[src/rtl/dip_pkg.sv]
package dip_pkg;
  typedef enum logic [2:0] {
    C_INT_ALU   = 3'd0,
    C_INT_LOAD  = 3'd1,
    C_INT_STORE = 3'd2,
    C_FP_LOAD   = 3'd3,
    C_FP_STORE  = 3'd4,
    C_FP_ARITH  = 3'd5,
    C_BRANCH    = 3'd6,
    C_SPARE     = 3'd7
  } op_class_e;

  localparam int NSPEC  = 3;
  localparam int SP_RD  = 0;
  localparam int SP_RS1 = 1;
  localparam int SP_RS2 = 2;
endpackage

[src/rtl/slot_hazard.sv]
module slot_hazard #(
  parameter int NREG = 32,
  parameter int RW   = $clog2(NREG)
) (
  input  logic [RW-1:0]              rd,
  input  logic [RW-1:0]              rs1,
  input  logic [RW-1:0]              rs2,
  input  logic [dip_pkg::NSPEC-1:0]  fpsel,
  input  logic [dip_pkg::NSPEC-1:0]  use_en,
  input  logic [NREG-1:0]            int_busy,
  input  logic [NREG-1:0]            fp_busy,
  output logic                       clear
);
  logic [RW-1:0]             idx [dip_pkg::NSPEC];
  logic [dip_pkg::NSPEC-1:0] hit;

  assign idx[dip_pkg::SP_RD]  = rd;
  assign idx[dip_pkg::SP_RS1] = rs1;
  assign idx[dip_pkg::SP_RS2] = rs2;

  // one busy lookup per specifier, each in the file its select bit names
  for (genvar g = 0; g < dip_pkg::NSPEC; g++) begin : g_spec
    assign hit[g] = use_en[g] & (fpsel[g] ? fp_busy[idx[g]] : int_busy[idx[g]]);
  end

  assign clear = ~|hit;
endmodule

[src/rtl/pair_rules.sv]
module pair_rules #(
  parameter int RW = 5
) (
  input  logic [2:0]                 l_cls,
  input  logic [2:0]                 r_cls,
  input  logic [RW-1:0]              l_rd,
  input  logic                       l_rd_fp,
  input  logic                       l_rd_en,
  input  logic [RW-1:0]              r_rd,
  input  logic [RW-1:0]              r_rs1,
  input  logic [RW-1:0]              r_rs2,
  input  logic [dip_pkg::NSPEC-1:0]  r_fpsel,
  input  logic [dip_pkg::NSPEC-1:0]  r_use,
  output logic                       type_ok,
  output logic                       dep_ok
);
  logic [RW-1:0]             ridx [dip_pkg::NSPEC];
  logic [dip_pkg::NSPEC-1:0] clash;

  assign ridx[dip_pkg::SP_RD]  = r_rd;
  assign ridx[dip_pkg::SP_RS1] = r_rs1;
  assign ridx[dip_pkg::SP_RS2] = r_rs2;

  // legal shape: right is FP arithmetic, left is not
  assign type_ok = (r_cls == dip_pkg::C_FP_ARITH) && (l_cls != dip_pkg::C_FP_ARITH);

  // right destination vs left destination is WAW; right sources vs left destination is RAW
  for (genvar g = 0; g < dip_pkg::NSPEC; g++) begin : g_cmp
    assign clash[g] = r_use[g] & l_rd_en & (r_fpsel[g] == l_rd_fp) & (ridx[g] == l_rd);
  end

  assign dep_ok = ~|clash;
endmodule

[src/rtl/issue_ctrl.sv]
module issue_ctrl (
  input  logic       clk,
  input  logic       rst,
  input  logic       l_valid,
  input  logic       r_valid,
  input  logic       l_clear,
  input  logic       r_clear,
  input  logic       type_ok,
  input  logic       dep_ok,
  output logic       iss_l,
  output logic       iss_r,
  output logic       hold,
  output logic [1:0] count
);
  logic replay_q;
  logic left_pend;

  assign left_pend = l_valid & ~replay_q;

  always_comb begin
    iss_l = 1'b0;
    iss_r = 1'b0;
    hold  = 1'b0;
    if (!rst) begin
      iss_l = left_pend & l_clear;
      if (left_pend)
        iss_r = r_valid & iss_l & type_ok & dep_ok & r_clear;
      else
        iss_r = r_valid & r_clear;
      hold = (left_pend & ~iss_l) | (r_valid & ~iss_r);
    end
    count = {1'b0, iss_l} + {1'b0, iss_r};
  end

  always_ff @(posedge clk) begin
    if (rst)
      replay_q <= 1'b0;
    else
      replay_q <= r_valid & ~iss_r & (iss_l | replay_q);
  end

  AST_REPLAY_NO_LEFT: assert property (@(posedge clk) disable iff (rst)
    (iss_l && !iss_r && r_valid) |=> !iss_l);

  AST_FULL_NO_HOLD: assert property (@(posedge clk) disable iff (rst)
    (count == 2'd2) |-> !hold);
endmodule

[src/rtl/dual_issue_pair_check.sv]
module dual_issue_pair_check #(
  parameter int NREG = 32,
  parameter int RW   = $clog2(NREG)
) (
  input  logic            clk,
  input  logic            rst,
  input  logic            l_valid,
  input  logic [2:0]      l_cls,
  input  logic [RW-1:0]   l_rd,
  input  logic [RW-1:0]   l_rs1,
  input  logic [RW-1:0]   l_rs2,
  input  logic [2:0]      l_fpsel,
  input  logic [2:0]      l_use,
  input  logic            r_valid,
  input  logic [2:0]      r_cls,
  input  logic [RW-1:0]   r_rd,
  input  logic [RW-1:0]   r_rs1,
  input  logic [RW-1:0]   r_rs2,
  input  logic [2:0]      r_fpsel,
  input  logic [2:0]      r_use,
  input  logic [NREG-1:0] int_busy,
  input  logic [NREG-1:0] fp_busy,
  output logic            issue_left,
  output logic            issue_right,
  output logic [1:0]      issue_count,
  output logic            fetch_hold
);
  logic l_clear, r_clear, type_ok, dep_ok;

  slot_hazard #(.NREG(NREG), .RW(RW)) u_left_hz (
    .rd(l_rd), .rs1(l_rs1), .rs2(l_rs2), .fpsel(l_fpsel), .use_en(l_use),
    .int_busy(int_busy), .fp_busy(fp_busy), .clear(l_clear)
  );

  slot_hazard #(.NREG(NREG), .RW(RW)) u_right_hz (
    .rd(r_rd), .rs1(r_rs1), .rs2(r_rs2), .fpsel(r_fpsel), .use_en(r_use),
    .int_busy(int_busy), .fp_busy(fp_busy), .clear(r_clear)
  );

  pair_rules #(.RW(RW)) u_rules (
    .l_cls(l_cls), .r_cls(r_cls),
    .l_rd(l_rd), .l_rd_fp(l_fpsel[dip_pkg::SP_RD]), .l_rd_en(l_use[dip_pkg::SP_RD]),
    .r_rd(r_rd), .r_rs1(r_rs1), .r_rs2(r_rs2), .r_fpsel(r_fpsel), .r_use(r_use),
    .type_ok(type_ok), .dep_ok(dep_ok)
  );

  issue_ctrl u_ctrl (
    .clk(clk), .rst(rst), .l_valid(l_valid), .r_valid(r_valid),
    .l_clear(l_clear), .r_clear(r_clear), .type_ok(type_ok), .dep_ok(dep_ok),
    .iss_l(issue_left), .iss_r(issue_right), .hold(fetch_hold), .count(issue_count)
  );

  AST_RESET_QUIET: assert property (@(posedge clk)
    rst |-> (issue_count == 2'd0 && !fetch_hold && !issue_left && !issue_right));

  AST_PAIR_TYPES: assert property (@(posedge clk) disable iff (rst)
    (issue_left && issue_right) |-> (r_cls == 3'd5 && l_cls != 3'd5));

  AST_PAIR_NO_RAW: assert property (@(posedge clk) disable iff (rst)
    (issue_left && issue_right && l_use[0] && r_use[1] && (l_fpsel[0] == r_fpsel[1]))
      |-> (r_rs1 != l_rd));

  AST_LEFT_SRC_FREE: assert property (@(posedge clk) disable iff (rst)
    (issue_left && l_use[1]) |-> !(l_fpsel[1] ? fp_busy[l_rs1] : int_busy[l_rs1]));
endmodule

[config.mk]
export PLATFORM = sky130hd
export DESIGN_NAME = dual_issue_pair_check
export DESIGN_NICKNAME = d
export VERILOG_FILES = /design/src/rtl/dip_pkg.sv /design/src/rtl/slot_hazard.sv /design/src/rtl/pair_rules.sv /design/src/rtl/issue_ctrl.sv /design/src/rtl/dual_issue_pair_check.sv
export SDC_FILE = /design/constraint.sdc
export NUM_CORES = 1
export LEC_CHECK = 0
export ABC_AREA = 1
export BUFFER_PORTS_ARGS = -buffer_cell sky130_fd_sc_hd__buf_2
export CAP_MARGIN = 20
export CORE_UTILIZATION = 50
export CTS_BUF_LIST = sky130_fd_sc_hd__clkbuf_16
export CTS_CLUSTER_DIAMETER = 120
export DETAILED_ROUTE_END_ITERATION = 12
export PLACE_DENSITY_LB_ADDON = 0.2
export SLEW_MARGIN = 20
export SYNTH_ARGS = -nofsm -noshare
export SYNTH_HDL_FRONTEND = slang
export SYNTH_SLANG_ARGS = --single-unit
[constraint.sdc]
create_clock -name clk -period 5.3 [get_ports clk]
set_input_delay 1.06 -clock clk [delete_from_list [all_inputs] [get_ports clk]]
set_output_delay 1.06 -clock clk [all_outputs]
set_load 0.02 [all_outputs]
Word level (Yosys, flattened, before mapping)

Cells that the tools add are included.

Order comparisons: 6
Bitwise gates (word level): 32
Reduce and logical (&&, ||, !) cells: 7
Muxes and demuxes: 35
Equality and inequality tests: 8
Add/sub/neg operators: 1

Operators by type and width:

| kind                                               | count |
|---|---|
| binary-select mux 1 bit (select 5 bit)             | 12 |
| < comparator 5 x 6 -> 1 bit, second input constant | 6 |
| AND 1 bit                                          | 26 |
| 2-to-1 mux 1 bit                                   | 23 |
| == test 5 bit                                      | 3 |
| OR reduction 3 bit                                 | 3 |
| inverter 1 bit                                     | 4 |
| == test 1 bit                                      | 3 |
| == test 3 bit, second input constant               | 1 |
| logical NOT 1 bit                                  | 3 |
| != test 3 bit, second input constant               | 1 |
| adder 1 x 1 -> 2 bit                               | 1 |
| OR 1 bit                                           | 2 |
| logical AND 1 bit                                  | 1 |

Bits of input ports: 116
Output and inout bits: 5
Logic and storage cells: 90
Bits in registers: 1

Depth between registers and ports, before layout

Depth in word-level cells: 17
Mapped depth: 19
Depth with buffers taken out: 17

By module

From an unflattened synthesis, not the netlist that was laid out.

Cell total of the unflattened synthesis: 1037
Area total of the unflattened synthesis: 4589.4 µm²

Modules (own cells, without submodules):

| module      | area an instance (µm²) | times used | cells an instance | sequential area each (µm²) |
|---|---|---|---|---|
| slot_hazard | 2054.5                 | 2          | 465               | 0.0 |
| pair_rules  | 366.6                  | 1          | 87                | 0.0 |
| issue_ctrl  | 113.9                  | 1          | 20                | 20.0 |

Worst setup path before layout

No wires, ideal clock.

Kind: input-to-output
From: input port l_rs1[1]
To: output port issue_count[0]
Required time: 4240 ps
Slack: 1186 ps
Data arrival time: 3054 ps
Stages on the path: 16
Buffers on the path: 2
Cells stage by stage: buf_2 inv_2 buf_4 nand3_1 nand3_1 nand2_1 nand2_1 nand2_1 nand2_1 nand3_1 nand3_1 nand2_1 nor2_2 inv_1 nor3_1 ha_1

Elaborated cells between the ends (all ways): 18
Classes of those cells: add/sub (1); mux (9); bitwise (6); reduce/logical (2)

RTL lines:

| what                                   | RTL line                    | source |
|---|---|---|
| start, declared                        | dual_issue_pair_check.sv:10 | `input logic [RW-1:0] l_rs1,` |
| binary-select mux 1 bit (select 5 bit) | slot_hazard.sv:23           | `assign hit[g] = use_en[g] & (fpsel[g] ? fp_busy[idx[g]] : int_busy[idx[g]]);` |
| 2-to-1 mux 1 bit (not written as such) | slot_hazard.sv:23           |  |
| 2-to-1 mux 1 bit (*)                   | slot_hazard.sv:23           |  |
| AND 1 bit (*)                          | slot_hazard.sv:23           |  |
| OR reduction 3 bit (*)                 | slot_hazard.sv:26           | `assign clear = ~\|hit;` |
| logical NOT 1 bit (*)                  | slot_hazard.sv:26           |  |
| AND 1 bit (*)                          | issue_ctrl.sv:25            | `iss_l = left_pend & l_clear;` |
| 2-to-1 mux 1 bit (*)                   | issue_ctrl.sv:24            | `if (!rst) begin` |
| net issue_left                         | dual_issue_pair_check.sv:23 | `output logic issue_left,` |
| adder 1 x 1 -> 2 bit (*)               | issue_ctrl.sv:32            | `count = {1'b0, iss_l} + {1'b0, iss_r};` |
| end, declared                          | dual_issue_pair_check.sv:25 | `output logic [1:0] issue_count,` |

Mark *: on every way through the listed nets, which the timed path passes. The rest lies on a longest branch. The select of a mux whose other input is x is not followed.

Worst setup path after layout

From: input port l_rd[2]
To: output port issue_count[0]

Word-level cells in the longest chain between the ends: 15
Elaborated cells between the ends (all ways): 26
Classes of those cells: add/sub (1); eq/ne (3); mux (9); bitwise (9); reduce/logical (4)

Ends and longest elaborated chain:

| what                                   | RTL line                   | source |
|---|---|---|
| start, declared                        | dual_issue_pair_check.sv:9 | `input logic [RW-1:0] l_rd,` |
| binary-select mux 1 bit (select 5 bit) | slot_hazard.sv:23          |  |
| 2-to-1 mux 1 bit (not written as such) | slot_hazard.sv:23          |  |
| 2-to-1 mux 1 bit                       | slot_hazard.sv:23          |  |
| AND 1 bit                              | slot_hazard.sv:23          |  |
| OR reduction 3 bit                     | slot_hazard.sv:26          |  |
| logical NOT 1 bit                      | slot_hazard.sv:26          |  |
| AND 1 bit                              | issue_ctrl.sv:25           |  |
| AND 1 bit (4 in series)                | issue_ctrl.sv:27           | `iss_r = r_valid & iss_l & type_ok & dep_ok & r_clear;` |
| 2-to-1 mux 1 bit                       | issue_ctrl.sv:26           | `if (left_pend)` |
| 2-to-1 mux 1 bit (2 in series)         | issue_ctrl.sv:24           |  |
| adder 1 x 1 -> 2 bit (*)               | issue_ctrl.sv:32           |  |

Mark *: on every way between the ends. The rest lies on a longest branch, timed or not. The select of a mux whose other input is x is not followed.

==> impl_metrics.py <==
metrics = {
    "die": {
        "core_area_um2": 8180,
        "fp.dieArea_um2": 8790,
        "top_level_port_count": 121,
        "die_height_um": 93.8,
        "row_count": 33,
        "dieWidth_um": 93.8,
        "initial_utilization": 0.515,
    },
    "route": {
        "route.antenna.remaining_nets": 0,
        "dr_total_vias": 6666,
        "route.detailed.wl_per_inst_um": 17.3,
        "avgViaCountPerCell": 6.32,
        "detail_route.wirelength_um": 18300,
        "drc": 2,
        "detailedRoute.firstPassIterationCount": 10,
        "drt_iter0_drc": 1161,
    },
    "timing": {
        "post-route-worst-setup-slack_ns": 0.981,
        "setup-violations-final": 0,
        "hold_violations": 0,
        "slew_headroom": 0.638,
        "fin_worst_skew_ns": 0,
        "fin_crit_sh": 0.815,
        "final.min_clock_period_ns": 4.32,
        "fmax_mhz": 232,
        "setup_tns_ns": 0,
        "grt_setup_unrepaired": "false",
        "final_max_slew_viol_count": 0,
        "tightest_slew_ns": 0.542,
    },
    "critical_path": {
        "timing.critical_path.fanout_max": 12,
        "critical_path_arrival_ns": 3.26,
        "worstPathRequired_ns": 4.24,
        "timing.setup.critical_path_class": "primary input to primary output",
        "critPathCaptureType": "primary output",
        "startpoint_type": "primary input",
    },
    "finish": {
        "layout-area-overhead-vs-synth_pct": 9.87,
        "layout.cells.most_common_list": "324 x nand2_1, 180 x nand3_1, 120 x buf_2",
        "largest_register_ffs": 1,
        "number_of_diodes_added_for_antenna_fixing": 0,
        "drive_above_1_share": 0.144,
        "final_common_cell": "nand2_1",
        "fin_area_um2": 4620,
        "n_fill_cell": 935,
        "top_register": "u_ctrl.replay_q",
        "nNetsFinal": 1068,
        "largest_registers": "u_ctrl.replay_q x1",
    },
    "clocking": {
        "worst_skew_pair.late_latency_ns": 0,
        "cts_post_setup_buffers_inserted": 0,
        "hold_buffers": 0,
        "clk_transition_reported_paths_ns": 0,
        "ctsResizeCount": 0,
    },
    "synth": {
        "yosys.area.top_type": "nand2_1",
        "synth_nets": 1006,
        "syn_area_um2": 4210,
        "postSynthRegisterBits": 1,
        "seq_area_frac_synth": 0.00476,
        "synthesis.area_per_instance_um2": 4.73,
        "number_of_instances_in_the_synthesized_netlist": 889,
        "yosysWarningCount": 0,
        "synth_top_cell_area_share": 0.289,
        "synth_area_leaders": "nand2_1 29%, nand3_1 21%, nor2_1 8.4%",
        "netlist-cell-type-count": 32,
    },
    "global_route": {
        "pin_count_of_the_biggest_net_entering_global_routing": 39,
        "grt_pass1_wl_um": 28300,
        "antenna_violations_before_repair": 0,
        "grt_pass1_vias": 5397,
        "grt-ovfl-total": 0,
        "globalRouteTotalUtil": 0.407,
    },
    "placed_design": {
        "buffer_ports.inserted": 120,
        "globalplace.congestion": 0.987,
        "place_ws_ns": 1.03,
        "place_area_um2": 4620,
        "dp_hpwl_um": 12800,
    },
    "run_status": {
        "status": "finished, violations left",
        "failed_checks": "DRC",
    },
    "power": {
        "vdd_ir_drop_max_v": 0.0000707,
        "post-layout-total-power_mw": 0.439,
        "p_leak_nw": 2.35,
        "cellPowerDensity_nw_per_um2": 95.0,
    },
    "hold_path": {
        "classification_of_the_worst_slack_hold_path": "flip-flop to flip-flop",
    },
    "run": {
        "max_cap_viol_count": 0,
    },
}
[per-layer routing]
metal	up-vias	routed length [um]	GRT usage
met5	-	0	0
met4	0	649	0.144
met3	73	3220	0.107
met2	593	7600	0.609
met1	2852	6800	0.555
li1	3148	-	-
[kinds of logic (layout without fill, tap and decap cells)]
logic type               Yosys count  in the layout  synth area share
AO/OA/AOI/OAI                    167            167             0.256
XOR/XNOR                           7              7            0.0146
flip-flops                         1              1           0.00476
buffers and inverters            107            167             0.124
AND/OR/NAND/NOR                  606            606             0.598
adder cells (fa/ha/maj)            1              1           0.00297
[layout make-up]
cell class / count / area, um2 / share of cell area
inverters: 41 / 159 / 0.0344
multi-input cells: 781 / 3670 / 0.793
flip-flops and latches: 1 / 20.0 / 0.00433
repair buffers: 126 / 646 / 0.140
well taps: 105 / 131 / 0.0284
[path summary, 6_finish.rpt]
kind	from	endpoint	slack, ns	cells past startpoint
max	l_rd[2]	issue_count[0]	0.98	17
min	u_ctrl.replay_q	u_ctrl.replay_q	0.47	2
max reg2reg	u_ctrl.replay_q	u_ctrl.replay_q	3.93	10
min reg2reg	u_ctrl.replay_q	u_ctrl.replay_q	0.47	2
[worst max-delay path, cell delays in order]
cell and delay [ns]:
buf_2 0.25, clkinv_1 0.37, nand3_1 0.19, nand2_1 0.07
nand2_1 0.06, nand2_1 0.07, nand2_1 0.06, nand2_1 0.07
o21ai_1 0.12, nor2_1 0.06, nor2_2 0.16, nand3_1 0.09
nand2_1 0.06, nand2_1 0.06, nor2_1 0.12, ha_1 0.24
buf_2 0.16
[stage by stage]
| step | util | std cells | hold WS (ns) |
|---|---|---|---|
| 2_1_floorplan | - | 889 | 0.452 |
| 3_3_place_gp | 0.566 | 1054 | 0.474 |
| 3_5_place_dp | 0.566 | 1054 | 0.479 |
| 4_1_cts | 0.566 | 1054 | 0.479 |
| 5_1_grt | 0.566 | 1054 | 0.512 |
| 6_report | 0.566 | 1054 | 0.472 |
[cells in the mapped netlist, drive strengths merged]
| master | n |
|---|---|
| o2111ai | 3 |
| nor3 | 2 |
| clkinv | 2 |
| o21bai | 23 |
| buf | 55 |
| inv | 39 |
| o22ai | 4 |
| nand4 | 1 |
| nor4 | 3 |
| a211oi | 6 |
| o21ai | 69 |
| dfxtp | 1 |
| clkbuf | 11 |
| o21a | 1 |
| xor2 | 1 |
| a32oi | 1 |
| nand2 | 324 |
| nor2 | 95 |
| nand3b | 1 |
| nand3 | 180 |
| ha | 1 |
| o221ai | 36 |
| a21oi | 20 |
| o211ai | 4 |
| xnor2 | 6 |
[power breakdown]
group          leakage (nW)  internal (mW)  total, mW  switching [mW]
sequential          0.00814        0.00806    0.00823        0.000175
clock                     0              0          0               0
combinational          2.34          0.143      0.431           0.288
total                  2.35          0.152      0.439           0.288
Power figures use the tool's default switching activity.
